==> src/rtl/pic_init_pkg.sv <==
package pic_init_pkg;
  localparam int BYTE_W     = 8;
  localparam int LINE_IDX_W = 3;
  localparam int VEC_W      = BYTE_W - LINE_IDX_W;
  localparam int MODE_W     = 5;
  localparam logic [LINE_IDX_W-1:0] LINE_LAST = '1;

  typedef enum logic [1:0] {
    SEQ_IDLE = 2'd0,
    SEQ_W2   = 2'd1,
    SEQ_W3   = 2'd2,
    SEQ_W4   = 2'd3
  } seq_state_e;

  typedef enum logic [2:0] {
    WK_NONE,
    WK_INIT,
    WK_READSEL,
    WK_OPCMD,
    WK_ODD
  } wr_kind_e;

  typedef struct packed {
    logic start;
    logic vec;
    logic cas;
    logic mode;
    logic mask;
  } ld_strobe_t;
endpackage

==> src/rtl/pic_wr_decode.sv <==
module pic_wr_decode
  import pic_init_pkg::*;
#(
  parameter int ADDR_W = 8,
  parameter logic [ADDR_W-1:0] BASE_ADDR = 8'h20
) (
  input  logic              accept,
  input  logic [ADDR_W-1:0] addr,
  input  logic [1:0]        ctl_bits,
  output wr_kind_e          kind
);
  localparam int PAIR_W = ADDR_W - 1;
  localparam logic [PAIR_W-1:0] PAIR_TAG = BASE_ADDR[ADDR_W-1:1];

  logic pair_hit;
  assign pair_hit = accept && (addr[ADDR_W-1:1] == PAIR_TAG);

  always_comb begin
    kind = WK_NONE;
    if (pair_hit) begin
      if (addr[0]) kind = WK_ODD;
      else if (ctl_bits[1]) kind = WK_INIT;
      else if (ctl_bits[0]) kind = WK_READSEL;
      else kind = WK_OPCMD;
    end
  end
endmodule

==> src/rtl/pic_init_fsm.sv <==
module pic_init_fsm
  import pic_init_pkg::*;
(
  input  logic       clk,
  input  logic       rst_n,
  input  wr_kind_e   kind,
  output seq_state_e state,
  output ld_strobe_t ld
);
  seq_state_e nxt;

  always_comb begin
    ld  = '0;
    nxt = state;
    case (kind)
      WK_INIT: begin
        ld.start = 1'b1;
        nxt      = SEQ_W2;
      end
      WK_ODD: begin
        case (state)
          SEQ_IDLE: ld.mask = 1'b1;
          SEQ_W2: begin
            ld.vec = 1'b1;
            nxt    = SEQ_W3;
          end
          SEQ_W3: begin
            ld.cas = 1'b1;
            nxt    = SEQ_W4;
          end
          SEQ_W4: begin
            ld.mode = 1'b1;
            nxt     = SEQ_IDLE;
          end
          default: nxt = SEQ_IDLE;
        endcase
      end
      default: ;
    endcase
  end

  always_ff @(posedge clk) begin
    if (!rst_n) state <= SEQ_IDLE;
    else        state <= nxt;
  end
endmodule

==> src/rtl/pic_cfg_regs.sv <==
module pic_cfg_regs
  import pic_init_pkg::*;
#(
  parameter bit IS_SLAVE = 1'b0
) (
  input  logic                  clk,
  input  logic                  rst_n,
  input  ld_strobe_t            ld,
  input  logic                  readsel_wr,
  input  logic [BYTE_W-1:0]     data,
  output logic [BYTE_W-1:0]     irq_mask,
  output logic [LINE_IDX_W-1:0] lowest_prio_line,
  output logic [LINE_IDX_W-1:0] slave_id,
  output logic                  special_mask,
  output logic                  read_isr,
  output logic [VEC_W-1:0]      vector_base,
  output logic [BYTE_W-1:0]     cascade_map,
  output logic [MODE_W-1:0]     mode_cfg,
  output logic                  init_done
);
  assign lowest_prio_line = LINE_LAST;

  always_ff @(posedge clk) begin
    if (!rst_n) begin
      irq_mask <= '1;
    end else if (ld.start) begin
      irq_mask <= '0;
    end else if (ld.mask) begin
      irq_mask <= data;
    end
  end

  always_ff @(posedge clk) begin
    if (!rst_n) begin
      special_mask <= 1'b0;
      read_isr     <= 1'b0;
    end else if (ld.start) begin
      special_mask <= 1'b0;
      read_isr     <= 1'b0;
    end else if (readsel_wr) begin
      if (data[6]) special_mask <= data[5];
      if (data[1]) read_isr     <= data[0];
    end
  end

  always_ff @(posedge clk) begin
    if (!rst_n) begin
      vector_base <= '0;
      cascade_map <= '0;
      mode_cfg    <= '0;
    end else begin
      if (ld.vec)  vector_base <= data[BYTE_W-1:LINE_IDX_W];
      if (ld.cas)  cascade_map <= data;
      if (ld.mode) mode_cfg    <= data[MODE_W-1:0];
    end
  end

  always_ff @(posedge clk) begin
    if (!rst_n)        init_done <= 1'b0;
    else if (ld.start) init_done <= 1'b0;
    else if (ld.mode)  init_done <= 1'b1;
  end

  generate
    if (IS_SLAVE) begin : g_slave_id
      logic [LINE_IDX_W-1:0] id_q;
      always_ff @(posedge clk) begin
        if (!rst_n)        id_q <= LINE_LAST;
        else if (ld.start) id_q <= LINE_LAST;
        else if (ld.cas)   id_q <= data[LINE_IDX_W-1:0];
      end
      assign slave_id = id_q;
    end else begin : g_master_id
      assign slave_id = LINE_LAST;
    end
  endgenerate
endmodule

==> src/rtl/pic_init_seq.sv <==
module pic_init_seq
  import pic_init_pkg::*;
#(
  parameter int ADDR_W = 8,
  parameter logic [ADDR_W-1:0] BASE_ADDR = 8'h20,
  parameter bit IS_SLAVE = 1'b0
) (
  input  logic                  clk,
  input  logic                  rst_n,
  input  logic                  wr_valid,
  output logic                  wr_ready,
  input  logic [ADDR_W-1:0]     wr_addr,
  input  logic [BYTE_W-1:0]     wr_data,
  output logic [BYTE_W-1:0]     irq_mask,
  output logic [LINE_IDX_W-1:0] lowest_prio_line,
  output logic [LINE_IDX_W-1:0] slave_id,
  output logic                  special_mask,
  output logic                  read_isr,
  output logic [VEC_W-1:0]      vector_base,
  output logic [BYTE_W-1:0]     cascade_map,
  output logic [MODE_W-1:0]     mode_cfg,
  output logic                  init_done,
  output logic                  init_busy
);
  logic       ready_q;
  logic       accept;
  wr_kind_e   kind;
  seq_state_e state;
  ld_strobe_t ld;

  always_ff @(posedge clk) begin
    if (!rst_n) ready_q <= 1'b0;
    else        ready_q <= 1'b1;
  end

  assign wr_ready  = ready_q;
  assign accept    = wr_valid && ready_q;
  assign init_busy = (state != SEQ_IDLE);

  pic_wr_decode #(
    .ADDR_W   (ADDR_W),
    .BASE_ADDR(BASE_ADDR)
  ) u_decode (
    .accept  (accept),
    .addr    (wr_addr),
    .ctl_bits(wr_data[4:3]),
    .kind    (kind)
  );

  pic_init_fsm u_fsm (
    .clk  (clk),
    .rst_n(rst_n),
    .kind (kind),
    .state(state),
    .ld   (ld)
  );

  pic_cfg_regs #(
    .IS_SLAVE(IS_SLAVE)
  ) u_regs (
    .clk             (clk),
    .rst_n           (rst_n),
    .ld              (ld),
    .readsel_wr      (kind == WK_READSEL),
    .data            (wr_data),
    .irq_mask        (irq_mask),
    .lowest_prio_line(lowest_prio_line),
    .slave_id        (slave_id),
    .special_mask    (special_mask),
    .read_isr        (read_isr),
    .vector_base     (vector_base),
    .cascade_map     (cascade_map),
    .mode_cfg        (mode_cfg),
    .init_done       (init_done)
  );
endmodule

==> config.mk <==
export PLATFORM = sky130hd
export DESIGN_NAME = pic_init_seq
export DESIGN_NICKNAME = d
export VERILOG_FILES = /design/src/rtl/pic_init_pkg.sv /design/src/rtl/pic_wr_decode.sv /design/src/rtl/pic_init_fsm.sv /design/src/rtl/pic_cfg_regs.sv /design/src/rtl/pic_init_seq.sv
export SDC_FILE = /design/constraint.sdc
export NUM_CORES = 1
export LEC_CHECK = 0
export BUFFER_PORTS_ARGS = -buffer_cell sky130_fd_sc_hd__buf_2
export CAP_MARGIN = 25
export CORE_ASPECT_RATIO = 0.5
export CORE_MARGIN = 8
export CORE_UTILIZATION = 40
export DETAILED_ROUTE_END_ITERATION = 8
export GPL_TIMING_DRIVEN = 0
export PLACE_DENSITY = 0.79
export SKIP_LAST_GASP = 1
export SYNTH_ARGS = -nofsm -noshare
export SYNTH_HDL_FRONTEND = slang
export SYNTH_SLANG_ARGS = --single-unit
export TNS_END_PERCENT = 100
==> constraint.sdc <==
create_clock -name clk -period 3.9 [get_ports clk]
set_input_delay 0.195 -clock clk [delete_from_list [all_inputs] [get_ports clk]]
set_output_delay 0.195 -clock clk [all_outputs]
set_load 0.02 [all_outputs]
**Word-level counts from Yosys, hierarchy flattened**

Index checks and enable logic that the tools add are counted.

- Bits in registers: 32
- Input bits: 19
- Output and inout port bits: 37

- Equal/unequal tests: 8
- Mux-type cells: 15
- Bitwise operators: 1
- Reductions and logical operators: 10

Operator list:

| kind | number |
|---|---|
| 2-to-1 mux 8 bit | 2 |
| 2-to-1 mux 3 bit | 3 |
| == test 7 x 5 -> 1 bit, second input constant | 1 |
| 2-to-1 mux 1 bit | 7 |
| one-hot mux 2 bit (3 select lines) | 1 |
| AND reduction 2 bit | 3 |
| nonzero test 2 bit | 3 |
| == test 2 bit, second input constant | 2 |
| 2-to-1 mux 4 bit | 1 |
| inequality test 4 x 3 -> 1 bit, second input constant | 1 |
| one-hot mux 2 bit (2 select lines) | 1 |
| == test 3 x 1 -> 1 bit, second input constant | 1 |
| == test 3 x 2 -> 1 bit, second input constant | 1 |
| == test 3 bit, second input constant | 1 |
| == test 2 x 1 -> 1 bit, second input constant | 1 |
| logical AND 1 bit | 2 |
| logical NOT 2 bit | 1 |
| OR reduction 2 bit | 1 |
| inverter 1 bit | 1 |

**Depth between registers and ports, before layout**

- Depth after elaboration: 8
- Depth in mapped cells: 5
- Gate-level depth less buffers: 4

**Modules after synthesis**

Synthesis repeated with hierarchy kept, for this count alone.

- Cells, all modules: 134
- Area total of the unflattened synthesis: 1417.6 sq um

Modules (own cells, without submodules):

| module | times used | cells each | area an instance (sq um) | seq. area each (sq um) |
|---|---|---|---|---|
| pic_cfg_regs | 1 | 103 | 1152.4 | 580.6 |
| pic_init_fsm | 1 | 20 | 163.9 | 40.0 |
| pic_wr_decode | 1 | 7 | 56.3 | 0.0 |
| pic_init_seq | 1 | 4 | 45.0 | 20.0 |

**Least setup slack after synthesis**

No wires, ideal clock.

- Path type: register to register
- Start point: register ready_q (netlist: wr_ready)
- End point: register u_regs.irq_mask[0]
- Library setup time: 0.122 ns
- Arrival time: 1.431 ns
- Required time: 3.778 ns
- Path slack: 2.347 ns
- Stages on the path, launching flop included: 5
- Path buffers: 0
- Path through: dfxtp_1 and4bb_2 nand3_4 a21o_1 a221o_1

- Longest elaborated chain between the ends: 6

Ends and longest elaborated chain:

| element | line | text |
|---|---|---|
| start: declaration | pic_init_seq.sv:25 | `logic ready_q;` |
| start signal: assignment | pic_init_seq.sv:32 | `if (!rst_n) ready_q <= 1'b0;` |
| start signal: assignment | pic_init_seq.sv:33 | `else ready_q <= 1'b1;` |
| logical AND 1 bit * | pic_init_seq.sv:37 | `assign accept = wr_valid && ready_q;` |
| logical AND 1 bit * | pic_wr_decode.sv:16 | `assign pair_hit = accept && (addr[ADDR_W-1:1] == PAIR_TAG);` |
| 2-to-1 mux 3 bit * | pic_wr_decode.sv:20 | `if (pair_hit) begin` |
| == test 3 x 1 -> 1 bit or == test 3 bit (tied branches) | pic_init_fsm.sv:15 | `case (kind)` |
| 2-to-1 mux 1 bit or 2-to-1 mux 4 bit (tied branches) | pic_init_fsm.sv:15 |  |
| 2-to-1 mux 8 bit or nonzero test 2 bit (tied branches) | n/a |  |
| end signal: assignment | pic_cfg_regs.sv:29 | `irq_mask <= data;` |
| end: declaration | pic_cfg_regs.sv:11 | `output logic [BYTE_W-1:0] irq_mask,` |

Mark *: on every way between the ends. The rest lies on a longest branch, timed or not.
A chain may end at the register's enable or synchronous reset.

**Worst setup path after layout**

- Start point: register ready_q (netlist: wr_ready)
- End point: register u_regs.cascade_map[3]

- Longest elaborated chain between the ends: 5

Ends and longest elaborated chain:

| element | line | text |
|---|---|---|
| logical AND 1 bit | pic_init_seq.sv:37 |  |
| logical AND 1 bit | pic_wr_decode.sv:16 |  |
| 2-to-1 mux 3 bit | pic_wr_decode.sv:20 |  |
| == test 3 bit | pic_init_fsm.sv:15 |  |
| 2-to-1 mux 4 bit | pic_init_fsm.sv:15 |  |
| end signal: assignment | pic_cfg_regs.sv:53 | `if (ld.cas) cascade_map <= data;` |
| end: declaration | pic_cfg_regs.sv:17 | `output logic [BYTE_W-1:0] cascade_map,` |

Every way passes these cells.

==> impl_metrics.tcl <==
set metrics [dict create \
    outcome "completed" \
    route.antenna.remaining_nets 0 \
    fp.dieH_microns 56.0 \
    min-delay-start "rst_n" \
    htree_num_levels 2 \
    syn_avg_cell_area_sq_um 9.57 \
    worst_r2r_endpoint "u_regs.cascade_map[3]" \
    final.period_utilization 0.404 \
    pin_count_of_the_biggest_net_entering_global_routing 12 \
    synth_enable_flop_cells 0 \
    detail_route.drc_violations 0 \
    port-buffer-count 48 \
    routed_wl_mm 3.43 \
    synth_seq_area_share 0.500 \
    finalWorstPathRequiredPeriod_ps 1580 \
    post_synth_main_area_contributors "sky130_fd_sc_hd__dfxtp_1 50%, sky130_fd_sc_hd__mux2i_1 7.8%, sky130_fd_sc_hd__a221o_1 6.2%" \
    layout.nets 213 \
    ff2ff_setup_slack_ps 2320 \
    worst-endpoint-required_ps 4050 \
    post-cts-setup-buffer-count 0 \
    route.detailed.wl_per_inst_microns 14.6 \
    critical-path-top-delay-family "simple AND/OR/NAND/NOR gates" \
    crit_type "flip-flop to flip-flop" \
    stdcell_area_sq_um 1680 \
    synth_seq_cells 32 \
    yosysTopAreaCellShare 0.500 \
    critical_path.endpoint_type "flip-flop" \
    gr-usage-all-layers 0.125 \
    setup_tns_final_ps 0 \
    cts.reportedPaths.clkPinSlew_ps 60 \
    ff2ff_path_depth 5 \
    timing_hold_violations_final 0 \
    drtIter0Drc 64 \
    cpMaxStageDelayCell "sky130_fd_sc_hd__dfxtp_1" \
    postPlaceCellArea_sq_um 1590 \
    dominantRegCellSynth "sky130_fd_sc_hd__dfxtp_1" \
    drt_first_pass_iters 4 \
    clock.fmax_ghz 0.634 \
    fin_total_pwr_uw 621 \
    placement_stage_worst_setup_slack_ps 2300 \
    row_count 14 \
    finalClockSkew_ps 8.93 \
    report.final.setup_viol 0 \
    start_util 0.423 \
    critical_path.n_buffers_inverters 1 \
    io_pins 56 \
    crit_chain "and4bb_2, nand4_1, clkbuf_1, nand3_1, o21ai_0" \
    detailed_place_hpwl_mm 2.61 \
    synth_largest_area_cell "sky130_fd_sc_hd__dfxtp_1" \
    via_count_of_the_routed_design 1193 \
    drt-vias-per-instance 5.08 \
    cts_made_buffers 5 \
    ctsLongestPathBuffers 2 \
    tightest_slew_ps 568 \
    worst_ir_drop_vdd_mv 0.148 \
    critPathMaxStageDelay_ps 320 \
    hold_buf_count_cts 0 \
    worst_hold_slack_ps 79.8 \
    post-synth-top-count-cell "sky130_fd_sc_hd__dfxtp_1" \
    grt_remaining_overflow 0 \
    layout-drive-gt1-share 0.344 \
    synth_common_cells "32 x sky130_fd_sc_hd__dfxtp_1, 14 x sky130_fd_sc_hd__nor2_1, 12 x sky130_fd_sc_hd__nand2_1" \
    max-cap-violations 0 \
    clk_latency_ps 280 \
    min_path_type "input port to flip-flop" \
    layout_setup_ws_ps 2320 \
    synth.cell_area_sq_um 1280 \
    rsz0062_at_grt "no" \
    cts.sinks 32 \
    via_count_of_the_first_global_routing_pass 1146 \
    dieArea_sq_um 5380 \
    post_synth_num_cell_types 29 \
    grt_pass1_wl_mm 5.32 \
    syn-instance-count 134 \
    post_synthesis_async_set_or_reset_flop_share 0 \
    synth-warning-count 0 \
    clock_root_buffer "sky130_fd_sc_hd__clkbuf_8" \
    die-width_microns 96.1 \
    timing.slew.headroom 0.620 \
    r2r_startpoint "wr_ready" \
    cts_repair_resize_count 0 \
    place.gp.congestion 0.765 \
    maximum_net_fanout_on_the_critical_path 10 \
    antenna_found_initial 0 \
    flow.area_growth_from_synthesis_pct 30.9 \
    tritoncts_clock_tree "built" \
    power_per_cell_area_nw_per_um2 370 \
    num_antenna_cells 0 \
    timing.critical_path.arrival_ps 1730 \
    critical_path.startpoint_type "flip-flop" \
    design.core.area_sq_um 3030 \
    slew_viol_final 0 \
    whs_path_depth 1 \
    p_leak_nw 0.811 \
    hold_path_end "wr_ready" \
]
[power by group]
part           switching [mW]  internal, mW  leakage (nW)
clock network           0.126         0.124        0.0479
registers            0.000301         0.327         0.258
logic                  0.0279        0.0157         0.504
total                   0.154         0.467         0.811
[how the worst max path moves through the flow]
stage,start,to,slack [ps],cells past startpoint
floorplan,wr_ready,u_regs.irq_mask[0],2350,4
global placement,wr_addr[4],u_regs.cascade_map[4],2330,6
detailed placement,wr_addr[4],u_regs.cascade_map[3],2300,6
CTS,wr_ready,u_regs.cascade_map[3],2350,5
global route,wr_ready,u_regs.cascade_map[3],2200,5
finish,wr_ready,u_regs.cascade_map[3],2320,5
[kinds of logic (layout without fill, tap and decap cells)]
family / Yosys count / in the layout / synth area share
compound gates: 29 / 29 / 0.156
buf+inv: 14 / 70 / 0.0585
simple gates: 48 / 48 / 0.205
mux: 10 / 10 / 0.0781
other cells: 1 / 6 / 0.00292
flops: 32 / 32 / 0.500
[layout by cell type, fill, tap and decap left out]
cell                         n
sky130_fd_sc_hd__or2_2       1
sky130_fd_sc_hd__nand3b_1    1
sky130_fd_sc_hd__mux2i_1    10
sky130_fd_sc_hd__nand4_1     4
sky130_fd_sc_hd__a31oi_1     1
sky130_fd_sc_hd__a221o_1     8
sky130_fd_sc_hd__nand3_1     8
sky130_fd_sc_hd__inv_1       1
sky130_fd_sc_hd__and3_1      1
sky130_fd_sc_hd__nand3_4     1
sky130_fd_sc_hd__or4_1       1
sky130_fd_sc_hd__or3_1       1
sky130_fd_sc_hd__o311ai_0    2
sky130_fd_sc_hd__a21o_1      1
sky130_fd_sc_hd__nor2_1     14
sky130_fd_sc_hd__clkinv_4    1
sky130_fd_sc_hd__clkbuf_1    5
sky130_fd_sc_hd__dfxtp_1    32
sky130_fd_sc_hd__nand2_1    12
sky130_fd_sc_hd__nor3b_4     1
sky130_fd_sc_hd__conb_1      6
sky130_fd_sc_hd__and3b_1     2
sky130_fd_sc_hd__and4bb_2    1
sky130_fd_sc_hd__buf_2      48
sky130_fd_sc_hd__clkinv_1    1
sky130_fd_sc_hd__clkinv_2    2
sky130_fd_sc_hd__a21oi_1     4
sky130_fd_sc_hd__o2bb2ai_1   1
sky130_fd_sc_hd__buf_4       6
sky130_fd_sc_hd__o21ai_1     2
sky130_fd_sc_hd__clkbuf_8    5
sky130_fd_sc_hd__inv_2       1
sky130_fd_sc_hd__o21ai_0    10
[state kept, by name (all words and copies together), names as in the netlist]
register             count
u_regs.cascade_map       8
u_regs.read_isr          1
u_regs.irq_mask          8
u_regs.vector_base       5
u_fsm.state              2
u_regs.init_done         1
wr_ready                 1
u_regs.mode_cfg          5
u_regs.special_mask      1
[per-layer routing]
layer  GRT usage  part of all wire
met5           0                 0
met4      0.0586             0.017
met3      0.0404             0.090
met2       0.206              0.47
met1       0.140              0.42
[area by class of cell]
class	count	area, sq um
inverters	3	11.3
fillers	275	1350
repair buffers	48	240
flip-flops and latches	32	641
clock buffers	5	68.8
well taps	40	50.0
plain buffers	11	63.8
clock inverters	3	18.8
multi-input cells	93	586
[through the flow]
stage	cells	utilization
3_3_place_gp	227	0.525
5_1_grt	235	0.554
2_1_floorplan	139	-
6_report	235	0.554
4_1_cts	235	0.554
3_5_place_dp	227	0.525
(Power assumes the default switching activity.)
